$ cat config.mk
export PLATFORM = sky130hd
export DESIGN_NAME = edge_gpio_bank
export DESIGN_NICKNAME = d
export VERILOG_FILES = /design/src/rtl/gpio_bank_pkg.sv /design/src/rtl/gpio_bank_sync.sv /design/src/rtl/gpio_bank_ctrl.sv /design/src/rtl/gpio_bank_dpath.sv /design/src/rtl/edge_gpio_bank.sv
export SDC_FILE = /design/constraint.sdc
export NUM_CORES = 1
export LEC_CHECK = 0
export BUFFER_PORTS_ARGS = -buffer_cell sky130_fd_sc_hd__buf_2
export CORE_MARGIN = 8
export CORE_UTILIZATION = 40
export CTS_BUF_LIST = sky130_fd_sc_hd__clkbuf_2
export DETAILED_ROUTE_END_ITERATION = 12
export GPL_TIMING_DRIVEN = 0
export SYNTH_ARGS = -nofsm -noshare
export SYNTH_HDL_FRONTEND = slang
export SYNTH_SLANG_ARGS = --single-unit
$ cat constraint.sdc
create_clock -name clk -period 1.6 [get_ports clk]
set_input_delay 0.24 -clock clk [delete_from_list [all_inputs] [get_ports clk]]
set_output_delay 0.24 -clock clk [all_outputs]
set_load 0.1 [all_outputs]
$ cat src/rtl/gpio_bank_pkg.sv
package gpio_bank_pkg;

  localparam int OFF_FUNC  = 'h00;
  localparam int OFF_DIR   = 'h08;
  localparam int OFF_DATA  = 'h0C;
  localparam int OFF_STAT  = 'h10;
  localparam int OFF_CFGLO = 'h14;
  localparam int OFF_CFGHI = 'h18;

  typedef enum logic [2:0] {
    SEL_NONE,
    SEL_FUNC,
    SEL_DIR,
    SEL_DATA,
    SEL_STAT,
    SEL_CFGLO,
    SEL_CFGHI
  } regSel_e;

  typedef struct packed {
    logic    wrFunc;
    logic    wrDir;
    logic    wrData;
    logic    wrStat;
    logic    wrCfgLo;
    logic    wrCfgHi;
    regSel_e rdSel;
  } strobe_t;

endpackage

$ cat src/rtl/gpio_bank_sync.sv
module gpio_bank_sync #(
  parameter int WIDTH = 32
) (
  input  logic             clk,
  input  logic             rstN,
  input  logic [WIDTH-1:0] pinIn,
  output logic [WIDTH-1:0] syncOut,
  output logic [WIDTH-1:0] prevOut
);

  logic [WIDTH-1:0] meta;

  always_ff @(posedge clk or negedge rstN) begin
    if (!rstN) begin
      meta    <= '0;
      syncOut <= '0;
      prevOut <= '0;
    end else begin
      meta    <= pinIn;
      syncOut <= meta;
      prevOut <= syncOut;
    end
  end

endmodule

$ cat src/rtl/gpio_bank_ctrl.sv
module gpio_bank_ctrl
  import gpio_bank_pkg::*;
#(
  parameter int ADDR_W = 5
) (
  input  logic [ADDR_W-1:0] busAddr,
  input  logic              busWrEn,
  output strobe_t           strb
);

  regSel_e sel;

  always_comb begin
    sel = SEL_NONE;
    if (busAddr == ADDR_W'(OFF_FUNC))  sel = SEL_FUNC;
    if (busAddr == ADDR_W'(OFF_DIR))   sel = SEL_DIR;
    if (busAddr == ADDR_W'(OFF_DATA))  sel = SEL_DATA;
    if (busAddr == ADDR_W'(OFF_STAT))  sel = SEL_STAT;
    if (busAddr == ADDR_W'(OFF_CFGLO)) sel = SEL_CFGLO;
    if (busAddr == ADDR_W'(OFF_CFGHI)) sel = SEL_CFGHI;
  end

  always_comb begin
    strb         = '0;
    strb.rdSel   = sel;
    strb.wrFunc  = busWrEn && (sel == SEL_FUNC);
    strb.wrDir   = busWrEn && (sel == SEL_DIR);
    strb.wrData  = busWrEn && (sel == SEL_DATA);
    strb.wrStat  = busWrEn && (sel == SEL_STAT);
    strb.wrCfgLo = busWrEn && (sel == SEL_CFGLO);
    strb.wrCfgHi = busWrEn && (sel == SEL_CFGHI);
  end

endmodule

$ cat src/rtl/gpio_bank_dpath.sv
module gpio_bank_dpath
  import gpio_bank_pkg::*;
#(
  parameter int PORT_W    = 8,
  parameter int NUM_PORTS = 4
) (
  input  logic                   clk,
  input  logic                   rstN,
  input  strobe_t                strb,
  input  logic [PORT_W*NUM_PORTS-1:0] wrData,
  input  logic [PORT_W*NUM_PORTS-1:0] syncIn,
  input  logic [PORT_W*NUM_PORTS-1:0] prevIn,
  output logic [PORT_W*NUM_PORTS-1:0] rdData,
  output logic [PORT_W*NUM_PORTS-1:0] pinOut,
  output logic [PORT_W*NUM_PORTS-1:0] pinOe,
  output logic [PORT_W*NUM_PORTS-1:0] pinAltSel,
  output logic                   irqOut
);

  localparam int NUM_LINES = PORT_W * NUM_PORTS;
  localparam int CFG_W     = 2 * NUM_LINES;

  logic [NUM_LINES-1:0] funcSel, dirReg, outLatch, status, cfgLo, cfgHi;
  logic [NUM_LINES-1:0] edgeHit, clrMask, dataView;
  logic [CFG_W-1:0]     cfgAll;

  assign cfgAll = {cfgHi, cfgLo};

  for (genvar i = 0; i < NUM_LINES; i++) begin : g_line
    localparam int PORT = i / PORT_W;
    localparam int PIN  = i % PORT_W;
    localparam int POS  = 2 * (PORT_W * (PORT ^ 1) + PIN);
    logic [1:0] mode;
    assign mode = cfgAll[POS +: 2];
    assign edgeHit[i] = (mode[0] & prevIn[i] & ~syncIn[i]) |
                        (mode[1] & ~prevIn[i] & syncIn[i]);

    // a write-1 clears a flag when no new edge arrives
    a_r7_w1c_clears: assert property (@(posedge clk) disable iff (!rstN)
      (strb.wrStat && wrData[i] && !edgeHit[i]) |=> !status[i]);
    // a flag with no clear and no edge holds its value
    a_r7_flag_holds: assert property (@(posedge clk) disable iff (!rstN)
      (status[i] && !(strb.wrStat && wrData[i])) |=> status[i]);
    // a new edge always leaves the flag set, clear or not
    a_r8_set_wins: assert property (@(posedge clk) disable iff (!rstN)
      edgeHit[i] |=> status[i]);
  end

  assign clrMask = strb.wrStat ? wrData : '0;

  always_ff @(posedge clk or negedge rstN) begin
    if (!rstN) begin
      funcSel  <= '0;
      dirReg   <= '0;
      outLatch <= '0;
      status   <= '0;
      cfgLo    <= '0;
      cfgHi    <= '0;
    end else begin
      if (strb.wrFunc)  funcSel  <= wrData;
      if (strb.wrDir)   dirReg   <= wrData;
      if (strb.wrData)  outLatch <= wrData;
      if (strb.wrCfgLo) cfgLo    <= wrData;
      if (strb.wrCfgHi) cfgHi    <= wrData;
      status <= (status & ~clrMask) | edgeHit;
    end
  end

  assign dataView = (outLatch & dirReg) | (syncIn & ~dirReg);

  always_comb begin
    case (strb.rdSel)
      SEL_FUNC:  rdData = funcSel;
      SEL_DIR:   rdData = dirReg;
      SEL_DATA:  rdData = dataView;
      SEL_STAT:  rdData = status;
      SEL_CFGLO: rdData = cfgLo;
      SEL_CFGHI: rdData = cfgHi;
      default:   rdData = '0;
    endcase
  end

  assign pinOut    = outLatch;
  assign pinOe     = dirReg;
  assign pinAltSel = funcSel;
  assign irqOut    = |status;

  // a direction write shows up on the enables one edge later
  a_r2_oe_follows_write: assert property (@(posedge clk) disable iff (!rstN)
    strb.wrDir |=> (pinOe == $past(wrData)));
  // the interrupt can only rise after some line saw an edge
  a_r9_irq_source: assert property (@(posedge clk) disable iff (!rstN)
    $rose(irqOut) |-> $past(|edgeHit));

endmodule

$ cat src/rtl/edge_gpio_bank.sv
module edge_gpio_bank
  import gpio_bank_pkg::*;
#(
  parameter int PORT_W    = 8,
  parameter int NUM_PORTS = 4,
  parameter int ADDR_W    = 5
) (
  input  logic                        clk,
  input  logic                        rstN,
  input  logic [ADDR_W-1:0]           busAddr,
  input  logic                        busWrEn,
  input  logic [PORT_W*NUM_PORTS-1:0] busWrData,
  output logic [PORT_W*NUM_PORTS-1:0] busRdData,
  input  logic [PORT_W*NUM_PORTS-1:0] pinIn,
  output logic [PORT_W*NUM_PORTS-1:0] pinOut,
  output logic [PORT_W*NUM_PORTS-1:0] pinOe,
  output logic [PORT_W*NUM_PORTS-1:0] pinAltSel,
  output logic                        irqOut
);

  localparam int NUM_LINES = PORT_W * NUM_PORTS;

  strobe_t              strb;
  logic [NUM_LINES-1:0] syncVal, prevVal;

  gpio_bank_ctrl #(.ADDR_W(ADDR_W)) u_ctrl (
    .busAddr (busAddr),
    .busWrEn (busWrEn),
    .strb    (strb)
  );

  gpio_bank_sync #(.WIDTH(NUM_LINES)) u_sync (
    .clk     (clk),
    .rstN    (rstN),
    .pinIn   (pinIn),
    .syncOut (syncVal),
    .prevOut (prevVal)
  );

  gpio_bank_dpath #(.PORT_W(PORT_W), .NUM_PORTS(NUM_PORTS)) u_dpath (
    .clk       (clk),
    .rstN      (rstN),
    .strb      (strb),
    .wrData    (busWrData),
    .syncIn    (syncVal),
    .prevIn    (prevVal),
    .rdData    (busRdData),
    .pinOut    (pinOut),
    .pinOe     (pinOe),
    .pinAltSel (pinAltSel),
    .irqOut    (irqOut)
  );

endmodule

Yosys cells after proc, flatten, opt, wreduce, memory -nomap -nowiden
Index checks and enable logic that the tools add are counted.
{ "classes": {"n_eq_ne": 11, "muxes": 8, "bitwise": 231, "reduce_logical": 8} }
{ "ops": {"columns": ["cell", "n"], "rows": [
  ["$pmux 32 s6", 1],
  ["$and 1x1->1", 128],
  ["$and 32x32->32", 3],
  ["$not 1->1", 64],
  ["$not 32->32", 2],
  ["$or 32x32->32", 2],
  ["$mux 32", 1],
  ["$or 1x1->1", 32],
  ["$reduce_or 32->1", 1],
  ["$eq 5x5->1 const B", 3],
  ["$eq 5x4->1 const B", 2],
  ["$eq 3x3->1 const B", 3],
  ["$mux 3", 3],
  ["$eq 3x2->1 const B", 2],
  ["$logic_and 1x1->1", 6],
  ["$logic_not 5->1", 1],
  ["$mux 2", 2],
  ["$eq 3x1->1 const B", 1],
  ["$mux 1", 1]
]} }
{ "totals": {"register_bits": 288, "inputBits": 72, "output_inout_bits": 129} }

Longest topological paths before layout
{ "logic_depth": {"depth_word": 13, "depth_mapped": 6, "depth_no_buf": 3} }

Hierarchy
From an unflattened synthesis, not the netlist that was laid out.
{ "hier_totals": {"hier_cells": 934, "hier_area_um2": 11997.8} }
{ "modules_own_cells": {"columns": ["mod", "instances", "cells_per_inst", "area_per_inst_um2", "seq_area_each_um2"], "rows": [
  ["gpio_bank_dpath", 1, 817, 9479.1, 4804.6],
  ["gpio_bank_sync", 1, 96, 2402.3, 2402.3],
  ["gpio_bank_ctrl", 1, 21, 116.4, 0.0]
]} }

Worst setup path after synthesis
OpenSTA, ideal clock, no wires.
{ "synth_timing": {"path_kind": "register to output", "startpoint": "register u_dpath.dirReg[11], in the netlist u_dpath.pinOe[11]", "endpoint": "output port busRdData[11]", "arrival_time_ns": 2.908, "t_required_ns": 1.360, "setup_slack_ns": -1.548, "stages_incl_launch_ff": 4, "cell_sequence": "dfrtp_1 > mux2_2 > a22oi_1 > o221ai_1"} }
{ "synth_via": {"elab_chain_len": 4, "elab_cells_between_ends": 5} }
{ "synth_rtl": {"columns": ["element", "line_no", "text"], "rows": [
  ["start, declared", "gpio_bank_dpath.sv:23", "logic [NUM_LINES-1:0] funcSel, dirReg, outLatch, status, cfgLo, cfgHi;"],
  ["start signal, assigned", "gpio_bank_dpath.sv:61", "if (strb.wrDir) dirReg <= wrData;"],
  ["$not 32->32", "gpio_bank_dpath.sv:69", "assign dataView = (outLatch & dirReg) | (syncIn & ~dirReg);"],
  ["$and 32x32->32", "gpio_bank_dpath.sv:69", null],
  ["$or 32x32->32", "gpio_bank_dpath.sv:69", null],
  ["$pmux 32 s6 (*)", "gpio_bank_dpath.sv:72", "case (strb.rdSel)"],
  ["end, declared", "edge_gpio_bank.sv:13", "output logic [PORT_W*NUM_PORTS-1:0] busRdData,"]
]} }
Mark *: on every way between the ends. The rest lies on a longest branch, timed or not.

Worst setup path after layout
{ "layout_timing": {"startpoint": "register u_dpath.status[26]", "endpoint": "output port irqOut"} }
{ "layout_via": {"elab_chain_len": 1} }
{ "layout_rtl": {"columns": ["element", "line_no", "text"], "rows": [
  ["start, declared", "gpio_bank_dpath.sv:23", null],
  ["start signal, assigned", "gpio_bank_dpath.sv:65", "status <= (status & ~clrMask) | edgeHit;"],
  ["$reduce_or 32->1", "gpio_bank_dpath.sv:86", "assign irqOut = |status;"],
  ["end, declared", "edge_gpio_bank.sv:18", "output logic irqOut"]
]} }
Every way passes these cells.

==> flow_metrics.tcl <==
set metrics [dict create \
    drtAntennaViolNets 0 \
    routabilityCongestion 0.8834 \
    drtIter0Drc 585 \
    antenna_found_initial 1 \
    met1_length_um 18730 \
    synth_top_area_share_pct 59.25 \
    clock_path_buffers 3 \
    p_seq_share_pct 38.8 \
    worstMarginPinSlew_ns 1.050 \
    clock_skew_ns 0.03910 \
    stdcell_count 1818 \
    cellLeakagePower_uw 0.008196 \
    layout_min_cycle_time_ns 2.523 \
    placed_cells 1520 \
    reg2reg_depth 4 \
    finalCritPeriodShare_pct 157.7 \
    grt_max_degree 122 \
    setup_viol 129 \
    critPathMaxStageDelay_ns 0.44 \
    vias 9899 \
    power_uw 24490 \
    status "finished with violations" \
    synth_cell_types 44 \
    drive_above_1_share_pct 52.15 \
    setup.worst_path.class "register to output port" \
    fill_cells 2329 \
    dr_wl_met2_um 22200 \
    p_int_uw 14500 \
    fmax_mhz 396.4 \
    initial_utilization_pct 40.19 \
    layout_setup_ws_ns -0.9228 \
    violations "hold timing, setup timing" \
    ys.warnings.count 0 \
    avgSynthCellArea_sq_um 13.14 \
    min_path_type "input pin to asynchronous set/reset pin" \
    finalMaxSlewViolations 0 \
    yosysTopAreaCell "dfrtp_1" \
    cts.reportedPaths.clkPinSlew_ns 0.11 \
    rows 64 \
    io_pins 201 \
    drv_cap 0 \
    finalNetCount 1444 \
    dieArea_sq_um 36250 \
    cp-end-kind "output port" \
    syn_nets 998 \
    ir_drop_v 0.001001 \
    worstPathRequired_ns 1.36 \
    synthFlopType "dfrtp_1" \
    yosys_register_bits 288 \
    synth.most_common_cell "dfrtp_1" \
    sw_frac_of_total_pct 40.81 \
    wl_per_cell_um 25.02 \
    wl_met3_um 3059 \
    drcViolationCount 0 \
    top_layer "met4" \
    core-area_sq_um 30270 \
    grt_remaining_overflow 0 \
    clkLatencyLatePin_ns 0.84 \
    die_h_um 190.4 \
    grt_first_pass_wirelength_um 66970 \
    async_reset_ff_share_pct 100.0 \
    synth_commonest_cells "dfrtp_1, mux2_2, nand2_1" \
    crit_fanout 3 \
    pwr-share-clk_pct 21.6 \
    track_usage_pct 24.68 \
    rsz0062_at_grt "yes" \
    htree_levels 3 \
    crit_arrival_ns 2.28 \
    crit_chain "nor4_1 -> nand4_1 -> or2_4 -> buf_12" \
    portBuffers 196 \
    startpoint_type "register" \
    dp_hpwl_um 29210 \
    netlist_instances 926 \
    crit_slowest_cell "dfrtp_1" \
    hold_ws_ns -0.08991 \
    ys_seq_area_share_pct 59.25 \
    die_w_um 190.4 \
    cts_root_buf "clkbuf_2" \
    cts_tree "yes" \
    grt_pass1_vias 10510 \
    ys_top_cells_by_area "dfrtp_1, mux2_2, mux2_1" \
    syn_area_sq_um 12160 \
    tns_ns -34.39 \
    routed_wl_um 45480 \
    finalHoldViolations 71 \
    cts.sinks 288 \
    post_drt_via_cell_ratio 5.445 \
    pre_cts_ws_ns -1.101 \
    p_per_area_nw_per_um2 1303 \
    p_switching_uw 9996 \
    p_comb_share_pct 39.6 \
    slew_headroom_pct 30.00 \
    numCtsBuffers 77 \
    area_delta_synth_final_pct 54.49 \
    dr.pass1.iters 5 \
    synth_edf_count 0 \
]
-- sequential cells by signal, summed over array words and instances (netlist names) --
register,flops
u_dpath.pinOut,32
u_sync.meta,32
u_dpath.cfgHi,32
u_dpath.cfgLo,32
u_dpath.pinAltSel,32
u_dpath.pinOe,32
u_dpath.status,32
u_sync.prevOut,32
u_sync.syncOut,32
-- metal layers --
layer | vias up | global-route usage [%]
met2 | 403 | 39.82
li1 | 4347 | -
met1 | 5061 | 31.92
met5 | - | 0
met4 | 0 | 9.248
met3 | 88 | 5.889
-- repair_timing --
action | 4_1_cts | 5_1_grt
hold buffers | 100 | 1
pin swaps | 34 | 26
resized for setup | 573 | 76
cloned | 0 | 0
endpoints found under the setup margin | 129 | 202
hold endpoints to repair | 391 | 79
buffers inserted | 36 | 38
-- metrics by stage --
step,area [sq um],utilization (%)
global placement,14190,46.89
CTS,18310,60.50
floorplan,12720,-
finish,18790,62.09
global route,18790,62.08
detailed placement,14270,47.14
-- logic make-up (layout without fill, tap and decap cells) --
kind of cell	after synthesis	count (layout)	synth area share, %
AO/OA/AOI/OAI	155	155	9.309
flip-flops	288	288	59.25
buffers and inverters	68	561	2.757
other	0	3	0
multiplexers	198	198	18.07
AND/OR/NAND/NOR	217	217	10.62
-- cell type report --
cell class	instances	area (sq um)	share of cell area [%]
Antenna cell	3	7.507	0.03995
Timing Repair Buffer	367	4527	24.09
Sequential cell	288	7277	38.72
Buffer	58	464.2	2.470
Clock buffer	113	565.5	3.009
Multi-Input combinational cell	570	5310	28.26
Tap cell	396	495.5	2.636
Inverter	10	37.54	0.1997
Clock inverter	13	108.9	0.5792
-- path summary, 6_finish.rpt --
| check | from | endpoint | slack, ns |
|---|---|---|---|
| worst max-delay path | u_dpath.status[26]$_DFF_PN0_ | irqOut | -0.92 |
| worst min-delay path | rstN | u_sync.meta[26]$_DFF_PN0_ | -0.09 |
| worst max register to register | u_sync.syncOut[21]$_DFF_PN0_ | u_dpath.status[21]$_DFF_PN0_ | 0.29 |
| worst min register to register | u_sync.meta[25]$_DFF_PN0_ | u_sync.syncOut[25]$_DFF_PN0_ | 0.33 |
| max in group asynchronous | rstN | u_dpath.pinOut[1]$_DFFE_PN0P_ | 0.21 |
| min in group clk | pinIn[19] | u_sync.meta[19]$_DFF_PN0_ | 0.07 |
-- power groups by stage --
stage               sequential, uW  clock (uW)  combinational (uW)
floorplan                    12600           0                2170
global placement              9380           0                6920
detailed placement            9410           0                6980
CTS                           9500        5400                9270
global route                  9610        5810               10000
finish                        9500        5290                9700
-- layout by cell type, fill, tap and decap left out, drive strengths merged, types with 13 or more instances in the layout --
master and n:
nand2 55, dlygate4sd3 101, a2bb2oi 21, mux2i 25
o21ai 26, buf 298, mux2 173, nand3b 17
inv 13, clkbuf 138, a21o 30, o221ai 20
nand3 53, o22ai 15, nand2b 29, dfrtp 288
-- worst max-delay path: cells and delay by family, from the launching register on --
kind,cells,cell delay [ns]
flops,1,0.44
simple gates,3,0.83
buf+inv,1,0.17
Power figures use the tool's default switching activity.
